$ cat config.mk
export PLATFORM = sky130hd
export DESIGN_NAME = sweep_mac
export DESIGN_NICKNAME = d
export VERILOG_FILES = /design/src/rtl/sweep_mac_pkg.sv /design/src/rtl/sweep_mac_seq.sv /design/src/rtl/sweep_mac_dp.sv /design/src/rtl/sweep_mac.sv
export SDC_FILE = /design/constraint.sdc
export NUM_CORES = 1
export LEC_CHECK = 0
export BUFFER_PORTS_ARGS = -buffer_cell sky130_fd_sc_hd__buf_2
export CAP_MARGIN = 15
export CORE_MARGIN = 10
export CORE_UTILIZATION = 55
export CTS_CLUSTER_SIZE = 16
export DETAILED_ROUTE_END_ITERATION = 16
export GPL_TIMING_DRIVEN = 0
export PLACE_DENSITY = 0.77
export SLEW_MARGIN = 25
export SYNTH_ARGS = -nofsm -noshare
export SYNTH_HDL_FRONTEND = slang
export SYNTH_SLANG_ARGS = --single-unit
$ cat constraint.sdc
create_clock -name clk -period 4.8 [get_ports clk]
set_input_delay 0.96 -clock clk [delete_from_list [all_inputs] [get_ports clk]]
set_output_delay 0.96 -clock clk [all_outputs]
set_load 0.1 [all_outputs]
$ cat src/rtl/sweep_mac_pkg.sv
package sweep_mac_pkg;

  localparam int unsigned DEF_OUTER  = 20;
  localparam int unsigned DEF_INNER  = 20;
  localparam int unsigned DEF_DATA_W = 12;
  localparam int unsigned DEF_ACC_W  = 24;

  typedef enum logic [1:0] {
    SEQ_IDLE  = 2'd0,
    SEQ_RUN   = 2'd1,
    SEQ_FLUSH = 2'd2
  } seq_state_t;

  // Signed array word scaled by the unsigned inner index.
  function automatic logic signed [63:0] scale_by_index(
    input logic signed [31:0] word,
    input logic        [31:0] idx
  );
    logic signed [63:0] idx_w;
    idx_w = $signed({32'd0, idx});
    return 64'(word) * idx_w;
  endfunction

  // Two's complement addition; the caller truncates to its own width.
  function automatic logic [63:0] wrap_sum(
    input logic [63:0] a,
    input logic [63:0] b
  );
    return a + b;
  endfunction

endpackage

$ cat src/rtl/sweep_mac_seq.sv
module sweep_mac_seq #(
  parameter int unsigned OUTER = sweep_mac_pkg::DEF_OUTER,
  parameter int unsigned INNER = sweep_mac_pkg::DEF_INNER,
  localparam int unsigned TOTAL = OUTER * INNER,
  localparam int unsigned CW = (TOTAL > 1) ? $clog2(TOTAL) : 1,
  localparam int unsigned IW = (OUTER > 1) ? $clog2(OUTER) : 1,
  localparam int unsigned JW = (INNER > 1) ? $clog2(INNER) : 1
) (
  input  logic          clk,
  input  logic          rst,
  input  logic          start,
  input  logic          drain_done,
  output logic          issue,
  output logic          issue_last,
  output logic [IW-1:0] i_idx,
  output logic [JW-1:0] j_idx
);
  import sweep_mac_pkg::*;

  seq_state_t    state;
  logic [CW-1:0] flat_cnt;
  logic          j_wrap;

  assign issue      = (state == SEQ_RUN);
  assign issue_last = issue && (flat_cnt == CW'(TOTAL - 1));
  assign j_wrap     = (j_idx == JW'(INNER - 1));

  always_ff @(posedge clk) begin
    if (rst) begin
      state    <= SEQ_IDLE;
      flat_cnt <= '0;
      i_idx    <= '0;
      j_idx    <= '0;
    end else begin
      case (state)
        SEQ_IDLE: begin
          flat_cnt <= '0;
          i_idx    <= '0;
          j_idx    <= '0;
          if (start) state <= SEQ_RUN;
        end
        SEQ_RUN: begin
          if (issue_last) begin
            state    <= SEQ_FLUSH;
            flat_cnt <= '0;
            i_idx    <= '0;
            j_idx    <= '0;
          end else begin
            flat_cnt <= flat_cnt + 1'b1;
            if (j_wrap) begin
              j_idx <= '0;
              i_idx <= i_idx + 1'b1;
            end else begin
              j_idx <= j_idx + 1'b1;
            end
          end
        end
        SEQ_FLUSH: begin
          if (drain_done) state <= SEQ_IDLE;
        end
        default: state <= SEQ_IDLE;
      endcase
    end
  end


  addr_hold_chk: assert property (@(posedge clk) disable iff (rst)
    (issue && j_idx != '0) |-> (i_idx == $past(i_idx)));


  no_restart_chk: assert property (@(posedge clk) disable iff (rst)
    (issue && !issue_last) |=> (issue && flat_cnt == CW'($past(flat_cnt) + 1'b1)));

endmodule

$ cat src/rtl/sweep_mac_dp.sv
module sweep_mac_dp #(
  parameter int unsigned INNER  = sweep_mac_pkg::DEF_INNER,
  parameter int unsigned DATA_W = sweep_mac_pkg::DEF_DATA_W,
  parameter int unsigned ACC_W  = sweep_mac_pkg::DEF_ACC_W,
  localparam int unsigned JW = (INNER > 1) ? $clog2(INNER) : 1,
  localparam longint PROD_MAX = (64'sd1 <<< (DATA_W - 1)) * longint'(INNER - 1)
) (
  input  logic                     clk,
  input  logic                     rst,
  input  logic                     issue,
  input  logic                     issue_last,
  input  logic [JW-1:0]            j_idx,
  input  logic signed [DATA_W-1:0] rd_data,
  output logic                     last_acc,
  output logic                     done,
  output logic [ACC_W-1:0]         acc
);
  import sweep_mac_pkg::*;

  // Stage 1: index and flags wait for the memory word.
  logic          s1_vld, s1_last;
  logic [JW-1:0] s1_j;
  // Stage 2: registered product.
  logic                    s2_vld, s2_last;
  logic signed [ACC_W-1:0] s2_prod;

  always_ff @(posedge clk) begin
    if (rst) begin
      s1_vld  <= 1'b0;
      s1_last <= 1'b0;
      s1_j    <= '0;
    end else begin
      s1_vld  <= issue;
      s1_last <= issue_last;
      s1_j    <= j_idx;
    end
  end

  always_ff @(posedge clk) begin
    if (rst) begin
      s2_vld  <= 1'b0;
      s2_last <= 1'b0;
      s2_prod <= '0;
    end else begin
      s2_vld  <= s1_vld;
      s2_last <= s1_vld && s1_last;
      if (s1_vld) s2_prod <= ACC_W'(scale_by_index(32'(rd_data), 32'(s1_j)));
    end
  end

  assign last_acc = s2_vld && s2_last;

  always_ff @(posedge clk) begin
    if (rst) begin
      acc  <= '0;
      done <= 1'b0;
    end else begin
      if (s2_vld) acc <= ACC_W'(wrap_sum(64'(acc), 64'(s2_prod)));
      done <= last_acc;
    end
  end


  prod_range_chk: assert property (@(posedge clk) disable iff (rst)
    s2_vld |-> (longint'(s2_prod) <= PROD_MAX && longint'(s2_prod) >= -PROD_MAX));


  done_pulse_chk: assert property (@(posedge clk) disable iff (rst)
    done |=> !done);

endmodule

$ cat src/rtl/sweep_mac.sv
module sweep_mac #(
  parameter int unsigned OUTER  = sweep_mac_pkg::DEF_OUTER,
  parameter int unsigned INNER  = sweep_mac_pkg::DEF_INNER,
  parameter int unsigned DATA_W = sweep_mac_pkg::DEF_DATA_W,
  parameter int unsigned ACC_W  = sweep_mac_pkg::DEF_ACC_W,
  localparam int unsigned IW = (OUTER > 1) ? $clog2(OUTER) : 1,
  localparam int unsigned JW = (INNER > 1) ? $clog2(INNER) : 1
) (
  input  logic              clk,
  input  logic              rst,
  input  logic              start_i,
  output logic              done_o,
  output logic              rd_en_o,
  output logic [IW-1:0]     rd_addr_o,
  input  logic [DATA_W-1:0] rd_data_i,
  output logic [ACC_W-1:0]  result_o
);

  logic          issue, issue_last, last_acc;
  logic [JW-1:0] j_idx;

  sweep_mac_seq #(.OUTER(OUTER), .INNER(INNER)) u_seq (
    .clk        (clk),
    .rst        (rst),
    .start      (start_i),
    .drain_done (last_acc),
    .issue      (issue),
    .issue_last (issue_last),
    .i_idx      (rd_addr_o),
    .j_idx      (j_idx)
  );

  sweep_mac_dp #(.INNER(INNER), .DATA_W(DATA_W), .ACC_W(ACC_W)) u_dp (
    .clk        (clk),
    .rst        (rst),
    .issue      (issue),
    .issue_last (issue_last),
    .j_idx      (j_idx),
    .rd_data    ($signed(rd_data_i)),
    .last_acc   (last_acc),
    .done       (done_o),
    .acc        (result_o)
  );

  assign rd_en_o = issue;


  result_hold_chk: assert property (@(posedge clk) disable iff (rst)
    done_o |=> $stable(result_o));


  idle_quiet_chk: assert property (@(posedge clk) disable iff (rst)
    done_o |-> !rd_en_o);

endmodule

==> metrics <==
Syn Std Cell Area=6230 um^2; Multi-input gate area=4370 um^2; CTS tree=yes; Initial Util=56.7%; Design Area, Final=6940 um^2; Area growth syn-to-layout=11.3%; top-area cell type share of the netlist area=23.4%; commonest cells in the netlist=82 x inv_1, 78 x nor2_1, 73 x dfxtp_1, 59 x ha_1, 50 x a21oi_1; Mapped Cells=758; antenna violations before repair=0; Final TNS setup=0 ns; Clock Sinks=73; Cells after DPL=943; Post-synth EDFFs=0; Seq/Total Area, Yosys=23.4%; Crit path largest cell delay=0.57 ns; sequential share of power=45.0%; Yosys top cell by area=dfxtp_1; register area=1460 um^2; most frequent cell after synthesis=inv_1; switching power=0.376 mW; clk_skew=0.00922 ns; Pwr Total=1.38 mW; Core ar.=11000 um^2; leading post-synthesis cells by cell area=dfxtp_1 23%, fa_1 12%, ha_1 12%; WP data required=5.03 ns; maxcap violations=0; Placed Area=6630 um^2; Final min period=4.63 ns; WL final=14.8 mm; RD Place Congestion=0.956; via count=5489; CP delay by family, top=adder cells; RSZ-0062 raised after global routing=false; Leakage=3.12 nW; share of layout cells above drive strength 1=8.78%; outcome=completed; fin nets=927; CTS max path bufs=2; Total GRT Usage=18.1%; pre-CTS setup slack=-0.337 ns; drt via density=5.72; min-delay worst type=flip-flop to flip-flop; Slew Viols, Final=0; total power per unit cell area=199 nW/um^2; async set-or-reset flop fraction in the synthesized netlist=0%; Clock Latency Late Sink=0.34 ns; syn nets=870; crit path launch type=input port; Power Internal=1.01 mW; Core Util, Final=63.2%; worst hold slack=0.425 ns; first-pass GRT wire length=24.6 mm; CP max stage cell=fa_1; most frequent CP cell=fa_1; drt pass-1 iters=5; Rel. slew slack=39.8%; Hold Violations, Final=0; IO Pins=46; Layout Cells excl Fill=960; FP Rows=38; ANT cells=0; Avg Inst Size Synth=8.22 um^2; Clock Pin Slew Worst Setup and Hold Paths=0.06 ns; crit share post-route=96.5%; Clk pwr share=45.2%; root buffer cell=clkbuf_16; Setup violations, final=0; CTS Buf Count=9; H-tree depth=3; Die Width=126 um; Arr. time, crit path=4.87 ns; Worst Path Buf+Inv=3; Yosys cell types=57; ys flop type=dfxtp_1; Detail Route Antenna Nets=0; Max Fclk=0.216 GHz; DR iter-0 viols=443; die area=16000 um^2; combinational group share of total power=9.8%; HPWL Detailed=11.7 mm; DIE HEIGHT=126 um; hold buffers post-CTS=0; # port buffers=45; Remaining DRCs=0; CP Capture Type=flip-flop; CP Class=input port to flip-flop; flop and latch count out of synthesis=73; peak supply drop=0.267 mV; CP Cell Sequence=buf_2 -> and2_1 -> fa_1 -> inv_1 -> fa_1 -> fa_1 -> inv_1 -> ha_4 -> nor2b_1 -> o21a_1 -> a311o_2 -> a41oi_4 -> o21ai_2 -> or4_1 -> o211a_1; vias in the first global route=5359; fillers=958; grt total ovfl=0; pin count of the biggest net entering global routing=14; maximum fanout along the worst path=5; fin worst setup slack=0.168 ns; Worst Tran Pin Value=0.890 ns; YS warnings=0; Net Sw Frac=27.2%; WL per Instance=15.4 um
[final cells by class]
cell class                 count  share of cell area, %
multi-input combinational    572                   63.0
sequential                    73                   21.1
inverter                      82                   4.44
timing repair buffer          46                   3.35
clock buffer                  10                   3.30
tap                          140                   2.52
buffer                        31                   1.70
clock inverter                 6                  0.631
[repair_timing]
item | in CTS | in global routing
gates resized for setup | 0 | 4
hold endpoints to repair | 0 | 0
setup buffers | 0 | 1
endpoints found under the setup margin | 0 | 2
[worst reg2reg max path: cells and delay by family (launching register included)]
| kind | cells | cell delay [ns] |
|---|---|---|
| AOI/OAI and AO/OA | 5 | 1.05 |
| adders and majority gates | 4 | 1.65 |
| buffers and inverters | 3 | 0.51 |
| DFF | 1 | 0.36 |
| and+or+nand+nor | 3 | 0.83 |
[registers in the layout, summed over array words and instances (netlist names)]
name	flops
u_dp.s2_last	1
u_dp.acc	24
u_dp.s1_last	1
u_seq.i_idx	5
u_seq.j_idx	5
u_dp.s1_j	5
u_dp.s2_vld	1
u_seq.flat_cnt	9
u_dp.s1_vld	1
u_dp.done	1
u_seq.state	2
u_dp.s2_prod	18
[path summary, 6_finish.rpt]
check | startpoint | end | slack (ns) | cells past startpoint
min reg2reg | u_dp.s1_last | u_dp.s2_last | 0.43 | 1
max | rd_data_i[3] | u_dp.s2_prod[17] | 0.17 | 15
max reg2reg | u_dp.s1_j[2] | u_dp.s2_prod[17] | 0.28 | 15
min | u_dp.s1_last | u_dp.s2_last | 0.43 | 1
[layout by cell type (no fill, tap or decap), types with 4 or more instances in the layout]
| cell | netlist | final |
|---|---|---|
| nor3_1 | 11 | 11 |
| buf_2 | 0 | 45 |
| nor2b_1 | 11 | 11 |
| fa_1 | 38 | 38 |
| nand3b_1 | 4 | 4 |
| nand4_1 | 8 | 8 |
| nand2b_1 | 11 | 11 |
| nand2_1 | 49 | 49 |
| nand3_1 | 17 | 17 |
| a22oi_1 | 5 | 5 |
| o21ai_0 | 36 | 36 |
| ha_1 | 59 | 58 |
| a31oi_1 | 6 | 6 |
| xnor2_1 | 24 | 24 |
| nor2_1 | 78 | 78 |
| xor2_1 | 11 | 11 |
| clkbuf_16 | 0 | 9 |
| dfxtp_1 | 73 | 73 |
| or3_1 | 4 | 4 |
| and3_1 | 7 | 7 |
| o21a_1 | 7 | 7 |
| a21o_1 | 8 | 8 |
| a211oi_1 | 11 | 11 |
| mux2i_1 | 22 | 22 |
| and2_1 | 45 | 45 |
| buf_1 | 5 | 5 |
| a21oi_1 | 50 | 50 |
| o22ai_1 | 4 | 4 |
| clkbuf_1 | 26 | 26 |
| inv_1 | 82 | 82 |
| nor3b_1 | 4 | 4 |
[power by group through the flow]
stage          clock [mW]  sequential, mW  combinational (mW)
6_report            0.625           0.623               0.135
5_1_grt             0.654           0.623               0.150
4_1_cts             0.631           0.623               0.134
3_5_place_dp            0           0.636               0.134
3_3_place_gp            0           0.635               0.131
2_1_floorplan           0           0.651              0.0795
[metal layers]
metal  up-vias  wire (um)  track usage, %
met2       142       7280            30.3
met4         0        243            5.36
met1      2619       6500            22.8
li1       2700          -               -
met5         -          0               0
met3        28        759            4.12
[logic make-up (layout without fill, tap and decap cells)]
| group | Yosys count | count (layout) | synth area share [%] |
|---|---|---|---|
| compound gates | 155 | 155 | 15.8 |
| xor+xnor | 35 | 35 | 4.92 |
| fa+ha+maj | 97 | 97 | 24.1 |
| buf+inv | 113 | 175 | 6.81 |
| flops | 73 | 73 | 23.4 |
| mux | 23 | 23 | 3.71 |
| simple gates | 262 | 262 | 21.3 |
Note: power is estimated with default switching activity, not from simulation.
